$ cat config.mk
export PLATFORM = sky130hd
export DESIGN_NAME = sonet_frame_timer
export DESIGN_NICKNAME = d
export VERILOG_FILES = /design/src/rtl/sft_pkg.sv /design/src/rtl/sft_col_counter.sv /design/src/rtl/sft_row_counter.sv /design/src/rtl/sft_fsm.sv /design/src/rtl/sonet_frame_timer.sv
export SDC_FILE = /design/constraint.sdc
export NUM_CORES = 1
export LEC_CHECK = 0
export BUFFER_PORTS_ARGS = -buffer_cell sky130_fd_sc_hd__buf_2
export CAP_MARGIN = 15
export CORE_AREA = 2 2 51 53
export CTS_BUF_LIST = sky130_fd_sc_hd__clkbuf_16
export DETAILED_ROUTE_END_ITERATION = 10
export DIE_AREA = 0 0 53 55
export PLACE_DENSITY_LB_ADDON = 0.05
export SYNTH_ARGS = -nofsm -noshare
export SYNTH_HDL_FRONTEND = slang
export SYNTH_HIERARCHICAL = 1
export SYNTH_SLANG_ARGS = --single-unit
export TNS_END_PERCENT = 20
$ cat constraint.sdc
create_clock -name clk -period 5.45 [get_ports clk]
set_input_delay 0.545 -clock clk [delete_from_list [all_inputs] [get_ports clk]]
set_output_delay 0.545 -clock clk [all_outputs]
set_load 0.01 [all_outputs]
$ cat src/rtl/sft_pkg.sv
package sft_pkg;

    // Phase of the word inside its row.
    typedef enum logic [1:0] {
        ST_HUNT     = 2'd0,
        ST_OVERHEAD = 2'd1,
        ST_PAYLOAD  = 2'd2
    } sft_state_e;

endpackage

$ cat src/rtl/sft_col_counter.sv
module sft_col_counter #(
    parameter int OH_WORDS = 36,
    parameter int PL_WORDS = 1044,
    localparam int ROW_LEN = OH_WORDS + PL_WORDS,
    localparam int COL_W   = $clog2(ROW_LEN)
) (
    input  logic             clk,
    input  logic             rst_n,
    input  logic             clr_i,
    input  logic             en_i,
    output logic [COL_W-1:0] col_o,
    output logic             oh_last_o,
    output logic             row_last_o
);

    localparam logic [COL_W-1:0] OH_END  = COL_W'(OH_WORDS - 1);
    localparam logic [COL_W-1:0] ROW_END = COL_W'(ROW_LEN - 1);

    logic [COL_W-1:0] col_q;

    always_ff @(posedge clk or negedge rst_n) begin
        if (!rst_n) begin
            col_q <= '0;
        end else if (clr_i) begin
            col_q <= '0;
        end else if (en_i) begin
            col_q <= (col_q == ROW_END) ? '0 : col_q + 1'b1;
        end
    end

    assign col_o      = col_q;
    assign oh_last_o  = (col_q == OH_END);
    assign row_last_o = (col_q == ROW_END);

endmodule

$ cat src/rtl/sft_row_counter.sv
module sft_row_counter #(
    parameter int ROWS = 9,
    localparam int ROW_W = (ROWS > 1) ? $clog2(ROWS) : 1
) (
    input  logic             clk,
    input  logic             rst_n,
    input  logic             clr_i,
    input  logic             step_i,
    output logic [ROW_W-1:0] row_o,
    output logic             frame_last_o
);

    localparam logic [ROW_W-1:0] ROW_MAX = ROW_W'(ROWS - 1);

    logic [ROW_W-1:0] row_q;

    always_ff @(posedge clk or negedge rst_n) begin
        if (!rst_n) begin
            row_q <= '0;
        end else if (clr_i) begin
            row_q <= '0;
        end else if (step_i) begin
            row_q <= (row_q == ROW_MAX) ? '0 : row_q + 1'b1;
        end
    end

    assign row_o        = row_q;
    assign frame_last_o = (row_q == ROW_MAX);

endmodule

$ cat src/rtl/sft_fsm.sv
module sft_fsm
    import sft_pkg::*;
(
    input  logic clk,
    input  logic rst_n,
    input  logic resync_i,
    input  logic oh_last_i,
    input  logic row_last_i,
    input  logic frame_last_i,
    output logic running_o,
    output logic payload_o,
    output logic frame_start_o
);

    sft_state_e state_q, state_d;
    logic       sof_q;

    // Next-state decision
    always_comb begin
        state_d = state_q;
        unique case (state_q)
            ST_HUNT:     state_d = resync_i ? ST_OVERHEAD : ST_HUNT;
            ST_OVERHEAD: state_d = (resync_i || !oh_last_i) ? ST_OVERHEAD : ST_PAYLOAD;
            ST_PAYLOAD:  state_d = (resync_i || row_last_i) ? ST_OVERHEAD : ST_PAYLOAD;
            default:     state_d = ST_HUNT;
        endcase
    end

    // State register
    always_ff @(posedge clk or negedge rst_n) begin
        if (!rst_n) state_q <= ST_HUNT;
        else        state_q <= state_d;
    end

    // Output register: start pulse lands with the first overhead word
    always_ff @(posedge clk or negedge rst_n) begin
        if (!rst_n) begin
            sof_q <= 1'b0;
        end else begin
            sof_q <= resync_i
                  || ((state_q == ST_PAYLOAD) && row_last_i && frame_last_i);
        end
    end

    assign running_o     = (state_q != ST_HUNT);
    assign payload_o     = (state_q == ST_PAYLOAD);
    assign frame_start_o = sof_q;

endmodule

$ cat src/rtl/sonet_frame_timer.sv
module sonet_frame_timer #(
    parameter int OH_WORDS = 36,
    parameter int PL_WORDS = 1044,
    parameter int ROWS     = 9,
    localparam int ROW_LEN = OH_WORDS + PL_WORDS,
    localparam int COL_W   = $clog2(ROW_LEN),
    localparam int ROW_W   = (ROWS > 1) ? $clog2(ROWS) : 1
) (
    input  logic             clk,
    input  logic             rst_n,
    input  logic             resync_i,
    output logic             frame_start_o,
    output logic             payload_o,
    output logic [COL_W-1:0] col_o,
    output logic [ROW_W-1:0] row_o
);

    logic running;
    logic oh_last;
    logic row_last;
    logic frame_last;

    sft_fsm u_fsm (
        .clk          (clk),
        .rst_n        (rst_n),
        .resync_i     (resync_i),
        .oh_last_i    (oh_last),
        .row_last_i   (row_last),
        .frame_last_i (frame_last),
        .running_o    (running),
        .payload_o    (payload_o),
        .frame_start_o(frame_start_o)
    );

    sft_col_counter #(
        .OH_WORDS(OH_WORDS),
        .PL_WORDS(PL_WORDS)
    ) u_col (
        .clk       (clk),
        .rst_n     (rst_n),
        .clr_i     (resync_i),
        .en_i      (running),
        .col_o     (col_o),
        .oh_last_o (oh_last),
        .row_last_o(row_last)
    );

    sft_row_counter #(
        .ROWS(ROWS)
    ) u_row (
        .clk         (clk),
        .rst_n       (rst_n),
        .clr_i       (resync_i),
        .step_i      (running && row_last),
        .row_o       (row_o),
        .frame_last_o(frame_last)
    );

endmodule

; Word-level counts from Yosys, hierarchy flattened
; Cells that the tools add are included.
[op_classes]
n_addsub = 2
n_eq_ne = 5
mux = 10
n_reduce_logical = 11
[ops]
columns = cell, count
row1 = two-way mux 11 bit, 3
row2 = two-way mux 4 bit, 3
row3 = "adder 11 x 1 -> 11 bit, second input constant", 1
row4 = "equality test 11 bit, second input constant", 1
row5 = "equality test 11 x 6 -> 1 bit, second input constant", 1
row6 = case mux 2 bit (3 select lines), 1
row7 = nonzero test 2 bit, 3
row8 = "adder 4 x 1 -> 4 bit, second input constant", 1
row9 = "equality test 4 bit, second input constant", 1
row10 = two-way mux 2 bit, 2
row11 = logical AND 1 bit, 3
row12 = logical OR 1 bit, 3
row13 = "equality test 2 x 1 -> 1 bit, second input constant", 1
row14 = "equality test 2 bit, second input constant", 1
row15 = zero test 2 bit, 1
row16 = zero test 1 bit, 1
row17 = two-way mux 1 bit, 1
[word_totals]
regBits = 18
input_bits = 3

; Logic depth before layout (Yosys ltp)
; Gate-level depths: netlist of the first run.
[logic_depth]
depth_word = 5
mapped_depth = 8
mapped_depth_nobuf = 8

; Cells and area by module
; Netlist of the first run, hierarchy kept.
[modules_own_cells]
columns = mod, instances, cells_per_inst, area_each_um2, seq_area_each_um2
row1 = sft_col_counter, 1, 69, 621.8, 275.3
row2 = sft_row_counter, 1, 25, 236.5, 100.1
row3 = sft_fsm, 1, 12, 145.1, 75.1
row4 = sonet_frame_timer, 1, 1, 6.3, 0.0

; Least setup slack after synthesis of the first run
; OpenSTA, ideal clock, no wires.
[synth_path]
path_kind = reg2reg
startpoint = register u_col.col_q[7], in the netlist u_col/col_o[7]
endpoint = register u_row.row_q[2], in the netlist u_row/row_o[2]
t_arrival_ns = 2.320
required_ns = 5.377
setup_slack_ns = 3.057
stages_incl_launch_ff = 8
synth_period_minus_slack_ns = 2.393
path_cell_list = dfrtp_1 -> or4b_1 -> or4_4 -> inv_2 -> and2_1 -> nand2_2 -> or3b_1 -> a21oi_2
[synth_via]
elab_chain_len = 3
[synth_rtl]
columns = element, line
row1 = start: declaration, sft_col_counter.sv:19  ; logic [COL_W-1:0] col_q;
row2 = start signal: assignment, sft_col_counter.sv:27  ; col_q <= (col_q == ROW_END) ? '0 : col_q + 1'b1;
row3 = equality test 11 bit, sft_col_counter.sv:33  ; assign row_last_o = (col_q == ROW_END);
row4 = net row_last, sonet_frame_timer.sv:20  ; logic row_last;
row5 = logical AND 1 bit, sonet_frame_timer.sv:54  ; .step_i (running && row_last),
row6 = nonzero test 2 bit (no source line), -
row7 = end signal: assignment, sft_row_counter.sv:23  ; row_q <= (row_q == ROW_MAX) ? '0 : row_q + 1'b1;
row8 = end: declaration, sft_row_counter.sv:15  ; logic [ROW_W-1:0] row_q;
; The timed path passes the listed nets, and every way through them passes these cells.
; A chain may end at the register's enable or synchronous reset.

; Worst setup path after layout of the first run
; Ends and elaborated chain as after synthesis.

==> impl_results.md, run 1 <==
- Die Wd: 53 µm
- Largest net degree at the start of global routing: 20
- TritonCTS Buffers: 3
- Remaining antenna violation count after routing: 0
- CTS resizes: 0
- Synth Register Bits: 18
- Clock Sinks: 18
- Critical Path End Type: register
- Slew margin rel.: 72.92%
- Initial antenna violation count: 0
- Synthesized net count: 113
- Layout Nets: 134
- # Post-CTS Setup Buffers: 0
- Synth Area in Adders: roughly 3.7%
- Clock latency on the worst-skew pair: between 0.2 and 0.25 ns
- Simple-Gate Fraction of Synth Area: approximately a third
- Number of distinct library cells after synthesis: 42
- Routed len/inst: 13.58 µm
- Crit path DAT: 2.67 ns
- Number of enable flip-flop cells after synthesis: 0
- Post-synthesis sequential area ratio: 44.61%
- Share of layout cells above drive strength 1: 25.40%
- Final HPWL DP: 1489 µm
- Post-synthesis mux area share: 2.107%
- Worst-path clk slew: 0.05 ns
- Overflow after GRT: 0
- Final Hold Vio Count: 0
- Tcrit/Tclk final: ~46%
- Post-Route WL: 2118 µm
- Synth Area in Compound Gates: between 10% and 20%
- Crit-path max FO: 6
- Vias per cell: 5.462
- Row count: 18
- Final setup violation count: 0
- Commonest cells after routing, fill and taps aside: buf_2, dfrtp_1, a21oi_1, nor2_1, nand2_1
- HP Class: input pin to asynchronous set/reset pin
- Pins Over Slew Limit: 0
- Max_cap viols: 0
- Number of global-route vias before repair: 745
- Static Leak: 0.5289 nW
- Port Buf Inserts: 19
- Total GRT Usage: 16.95%
- Status: completed
- Main combinational cell family by area after synthesis: simple AND/OR/NAND/NOR gates
- Highest clock rate: 401.4 MHz
- Cells after Synth: approximately 110
- Die area: 2915 µm²
- Ant. Diodes: 0
- DRC: 0
- RSZ-0062 raised after global routing: false
- Die H: 55 µm
- Clk root buf: clkbuf_16
- Cell area after synthesis: 1010 µm²
- Startpoint types: register
- CTS tree: built
- Placeable core region: 2365 µm²
- Synthesis-to-finish area growth: 19.46%
- Setup TNS: 0 ns
- Initial Util: 42.70%
- Max clock buf depth: 2
- Tot Pwr: 296.0 µW
- Via Count: 852
- Final min period: around 2.5 ns
- Critical path class: register to register
- Placed Area: between 1000 and 1500 µm²
- P per Cell Area: 245.4 nW/µm²
- Synth Flop Type: dfrtp_1
- Synth warn: 6
- Asr flop ratio synth: 100.0%
- Gpl congestion: 0.7704
- Worst-Margin Slew: 0.4062 ns
- Drt first pass iters: 4
- Global-route wire length before repair: 3505 µm
- Avg Cell Area, Syn: roughly 9.4 µm²
- Most common cell after layout, fill and taps aside: buf_2
- Final instance area: 1206 µm²
- Starting DRC count in detailed routing: 13
- H-tree levels: 1
- Maximum vdd ir drop: between 0.00015 and 0.0002 V
- Final clock skew: between 0.002 and 0.003 ns
- Required @ worst endpoint: roughly 5.6 ns
- Top Ports: 20
- Cts hold-fix bufs: 0
- Xor and xnor fraction of the mapped netlist area: 2.602%
==> worst max-delay path, cell delays in order (launching register included) <==
cell and delay, ns:
dfrtp_1 0.41, or4b_1 0.56, or4_4 0.54, inv_2 0.11
and2_1 0.25, nand2_2 0.07, or3b_1 0.37, a21oi_2 0.12
==> where the power goes <==
part           internal (mW)  switching, mW  leakage, nW
sequential             0.136        0.00317        0.241
clock                 0.0964         0.0457       0.0370
combinational        0.00510        0.00955        0.250
total                  0.238         0.0584        0.529
==> per-layer routing <==
layer  part of all wire, %  vias to the layer above  global-route usage (%)
li1                      -                      428                       -
met1                    50                      406                   23.19
met2                    46                       16                   25.42
met3                   2.9                        2                   4.032
met4                  0.90                        0                   7.692
met5                     0                        -                       0
==> final cells by class <==
cell class              instances  area [µm²]
fillers                       224        1159
repair buffers                 19       95.09
clock buffers                   3       75.07
multi-input cells              83       536.8
flip-flops and latches         18       450.4
inverters                       3       11.26
well taps                      30       37.54
==> worst paths after layout <==
kind	depth (start not counted)	end	slack, ns	startpoint
worst max-delay path	7	u_row/row_o[2]	2.96	u_col/col_o[7]
worst min-delay path	1	u_row/row_o[0]	0.22	rst_n
worst max register to register	7	u_row/row_o[2]	2.96	u_col/col_o[7]
worst min register to register	2	u_row/row_o[3]	0.56	u_row/row_o[3]
max in group asynchronous	1	u_col/col_o[9]	4.94	rst_n
min in group clk	2	u_row/row_o[3]	0.56	u_row/row_o[3]
==> cell usage after synthesis, types with 2 or more instances <==
library cell  number  share of area (%)
and3_1             2                1.2
nor2b_1            2                1.2
nand3_1            5                2.5
ha_1               3                3.7
a31oi_1            2                1.2
o21ai_0            3                1.5
dfrtp_1           18                 45
nand3b_1           2                1.5
clkbuf_1           3                1.1
or3b_1             2                1.7
xor2_1             2                1.7
a21oi_2            2                1.7
nor2_1             8                3.0
or3_1              2                1.2
nor3_1             2               0.99
a21oi_1            8                4.0
nand2_1            8                3.0
nand2b_1           5                3.1
nand4_1            4                2.5
inv_1              2               0.74
==> metrics by stage <==
stage	std cells	utilization [%]	worst slack [ns]	hold slack (ns)
finish	156	51.01	2.959	0.2242
global route	156	51.01	2.846	0.2644
CTS	156	51.01	2.959	0.2386
detailed placement	153	47.83	2.961	0.5043
global placement	153	47.83	3.008	0.4941
floorplan	107	-	3.057	0.2494
==> cell families (layout without fill, tap and decap cells) <==
family,after synthesis,after routing
AND/OR/NAND/NOR,54,54
AO/OA/AOI/OAI,21,21
multiplexers,2,2
flip-flops,18,18
XOR/XNOR,3,3
buffers and inverters,6,25
adder cells (fa/ha/maj),3,3
==> sequential cells by signal (all words and copies together) (netlist names) <==
name                 count
u_col/col_o             11
u_fsm/state_q            2
u_row/row_o              4
u_fsm/frame_start_o      1
Note: power is estimated with default switching activity, not from simulation.
==> inputs of run 2 (changes only) <==
Settings changed: ABC_AREA set to 1, CORE_AREA 2 2 51 53 to 2 2 54 56, DIE_AREA 0 0 53 55 to 0 0 56 58.
Clock period 5.45 ns to 2.22 ns, I/O delays scaled along.
==> impl_results.md, run 2 <==
- Total GRT Usage: 16.66% (-0.29 points)
- Setup TNS: 0 ns (unchanged)
- Worst-Margin Slew: 0.4224 ns (+0.01621 ns)
- Ant. Diodes: 0 (unchanged)
- H-tree levels: 1 (unchanged)
- Synth Area in Adders: 3.247% (-0.47 points)
- Synth area leaders: dfrtp_1, nand2_1, nand3_1, inv_1, nor2_1
- Tot Pwr: 739.9 µW (+150%)
- Global-route wire length before repair: 4243 µm (+21%)
- Share of layout cells above drive strength 1: 20.11% (-5.3 points)
- CTS tree: built
- Status: completed
- Synth Register Bits: 18 (unchanged)
- CP max stage delay: 0.45 ns (-0.11 ns)
- Cts hold-fix bufs: 1 (+1)
- Post-Route WL: 2406 µm (+14%)
- Initial antenna violation count: 0 (unchanged)
- Simple-Gate Fraction of Synth Area: 39.29% (+7.6 points)
- Largest area contributor in the netlist: dfrtp_1
- Synthesis-to-finish area growth: 17.32%
- CP Buf/Inv Count: 3 (+2)
- Top cell by count, worst path: inv_1
- Most common cell in the synthesized netlist: nand2_1
- Main combinational cell family by area after synthesis: simple AND/OR/NAND/NOR gates
- Slew margin rel.: 71.84% (-1.1 points)
- Most common cell after layout, fill and taps aside: nand2_1
- Clock latency on the worst-skew pair: 0.25 ns (about the same)
- Crit-path max FO: 6 (unchanged)
- Max_cap viols: 0 (unchanged)
- CP delay by family, top: simple AND/OR/NAND/NOR gates
- Vias per cell: 4.912 (-10%)
- RSZ-0062 raised after global routing: false
- Initial Util: 43.42% (+0.72 points)
- Crit path DAT: 1.94 ns (-0.73 ns)
- Port Buf Inserts: 19 (unchanged)
- Synth Area in Compound Gates: 7.035% (-6.0 points)
- Required @ worst endpoint: 2.39 ns (-3.23 ns)
- P per Cell Area: 545.5 nW/µm² (+120%)
- TritonCTS Buffers: 3 (unchanged)
- Die Wd: 56 µm (+5.7%)
- Starting DRC count in detailed routing: 33 (+20)
- Reg area: 450.4 µm² (unchanged)
- Xor and xnor fraction of the mapped netlist area: 1.515% (-1.1 points)
- Area of the multi-input gates: 600.6 µm² (+12%)
- Number of global-route vias before repair: 1,001 (+34%)
- Top cells by count, synth: nand2_1, inv_1, dfrtp_1, nor2_1, nand3_1
- Pins Over Slew Limit: 0 (unchanged)
- FILL cells: 257 (+15%)
- Routed len/inst: 11.19 µm (-18%)
- Number of distinct library cells after synthesis: 25 (-40%)
- Gpl congestion: 0.8847 (+15%)
- Placeable core region: 2663 µm² (+13%)
- Commonest cells after routing, fill and taps aside: nand2_1, inv_1, buf_2
- Maximum vdd ir drop: 0.0004759 V (+200%)
- Tcrit/Tclk final: 79.42% (+34 points)
- Die H: 58 µm (+5.5%)
- Static Leak: 0.6861 nW (+30%)
- Post-synthesis sequential area ratio: 38.96% (-5.6 points)
- Cell area after synthesis: 1156 µm² (+14%)
- Number of enable flip-flop cells after synthesis: 0 (unchanged)
- Avg Cell Area, Syn: 7.093 µm² (-25%)
- Largest net degree at the start of global routing: 19 (-5.0%)
- Synth Flop Type: dfrtp_1
- Final clock skew: 0.001850 ns (-0.0006604 ns)
- Critical Path End Type: register
- Final Hold Vio Count: 0 (unchanged)
- Clock Sinks: 18 (unchanged)
- Layout Nets: 192 (+43%)
- Remaining antenna violation count after routing: 0 (unchanged)
- Max reg flops: 11 (unchanged)
- # Post-CTS Setup Buffers: 0 (unchanged)
- Worst setup margin: 0.4568 ns (-2.502 ns)
- HP Class: input pin to register
- DRC: 0 (unchanged)
- Synthesized net count: 169 (+50%)
- Max clock buf depth: 2 (unchanged)
- Post-synthesis mux area share: 0.8658% (-1.2 points)
- Critical path class: register to register
- Cell Chain, Critical Path: ha_1, nand2_2, nor2_1, nand3_1, inv_1, nand2_1, inv_1, inv_1, nand2_1, a21oi_1, a21oi_1
- Synth warn: 6 (unchanged)
- Setup slack at placement: 0.4758 ns (-2.485 ns)
- Synth top area share: 38.96% (-5.6 points)
- Top Ports: 20 (unchanged)
- Final min period: 1.763 ns (-0.7280 ns)
- Startpoint types: register
- Die area: 3248 µm² (+11%)
- Overflow after GRT: 0 (unchanged)
- Highest clock rate: 567.1 MHz (+41%)
- Via Count: 1,056 (+24%)
- Row count: 19 (+1)
- Final HPWL DP: 1872 µm (+26%)
- Worst-path clk slew: 0.05 ns (about the same)
- Critical-path top delay cell: dfrtp_1
- Asr flop ratio synth: 100.0% (unchanged)
- Drt first pass iters: 4 (unchanged)
- Cells after Synth: 163 (+52%)
- Final setup violation count: 0 (unchanged)
- Clk root buf: clkbuf_16
- CTS resizes: 0 (unchanged)
[run 2: cell type report]
cell class / count / area share [%]
clock buffers: 3 / 5.535
inverters: 23 / 6.365
multi-input cells: 120 / 44.28
flip-flops and latches: 18 / 33.21
well taps: 31 / 2.860
repair buffers: 20 / 7.749
[run 2: worst paths after layout]
check	start	endpoint	slack (ns)	cells past startpoint
worst min-delay path	resync_i	u_fsm/frame_start_o	0.34	3
worst min register to register	u_fsm/state_q[1]	u_fsm/frame_start_o	0.55	2
worst max-delay path	u_col/col_o[0]	u_row/row_o[2]	0.46	11
min in group asynchronous	rst_n	u_col/col_o[2]	0.44	2
worst max register to register	u_col/col_o[0]	u_row/row_o[2]	0.46	11
max in group asynchronous	rst_n	u_col/col_o[10]	1.48	2
[run 2: worst register-to-register path, delay by kind of cell, from the launching register on]
family	cells	cell delay (ns)
AO/OA/AOI/OAI	2	0.19
adder cells (fa/ha/maj)	1	0.27
flip-flops	1	0.45
AND/OR/NAND/NOR	5	0.52
buffers and inverters	3	0.26
[run 2: kinds of logic after synthesis]
kind of cell,count (synthesis)
multiplexers,1
XOR/XNOR,2
buffers and inverters,25
flip-flops,18
adder cells (fa/ha/maj),3
AO/OA/AOI/OAI,13
AND/OR/NAND/NOR,101
[run 2: where the power goes]
part           leakage, nW  internal (mW)  switching [mW]
logic                0.408         0.0144          0.0282
registers            0.241          0.334         0.00813
clock network       0.0370          0.237           0.118
total                0.686          0.585           0.154
[run 2: through the flow]
stage	std cells	util [%]	hold WS (ns)	instance area, µm²
CTS	215	50.94	0.3418	1356
global route	215	50.94	0.3650	1356
global placement	211	47.74	0.1857	1271
finish	215	50.94	0.3411	1356
detailed placement	211	47.74	0.1950	1271
floorplan	163	-	-0.07359	1156
[run 2: layer usage]
| layer | track usage [%] | vias to the layer above | part of all wire [%] |
|---|---|---|---|
| met5 | 0 | - | 0 |
| met1 | 20.51 | 478 | 46 |
| li1 | - | 553 | - |
| met4 | 6.122 | 0 | 1.1 |
| met3 | 2.232 | 4 | 3.6 |
| met2 | 29.92 | 21 | 49 |
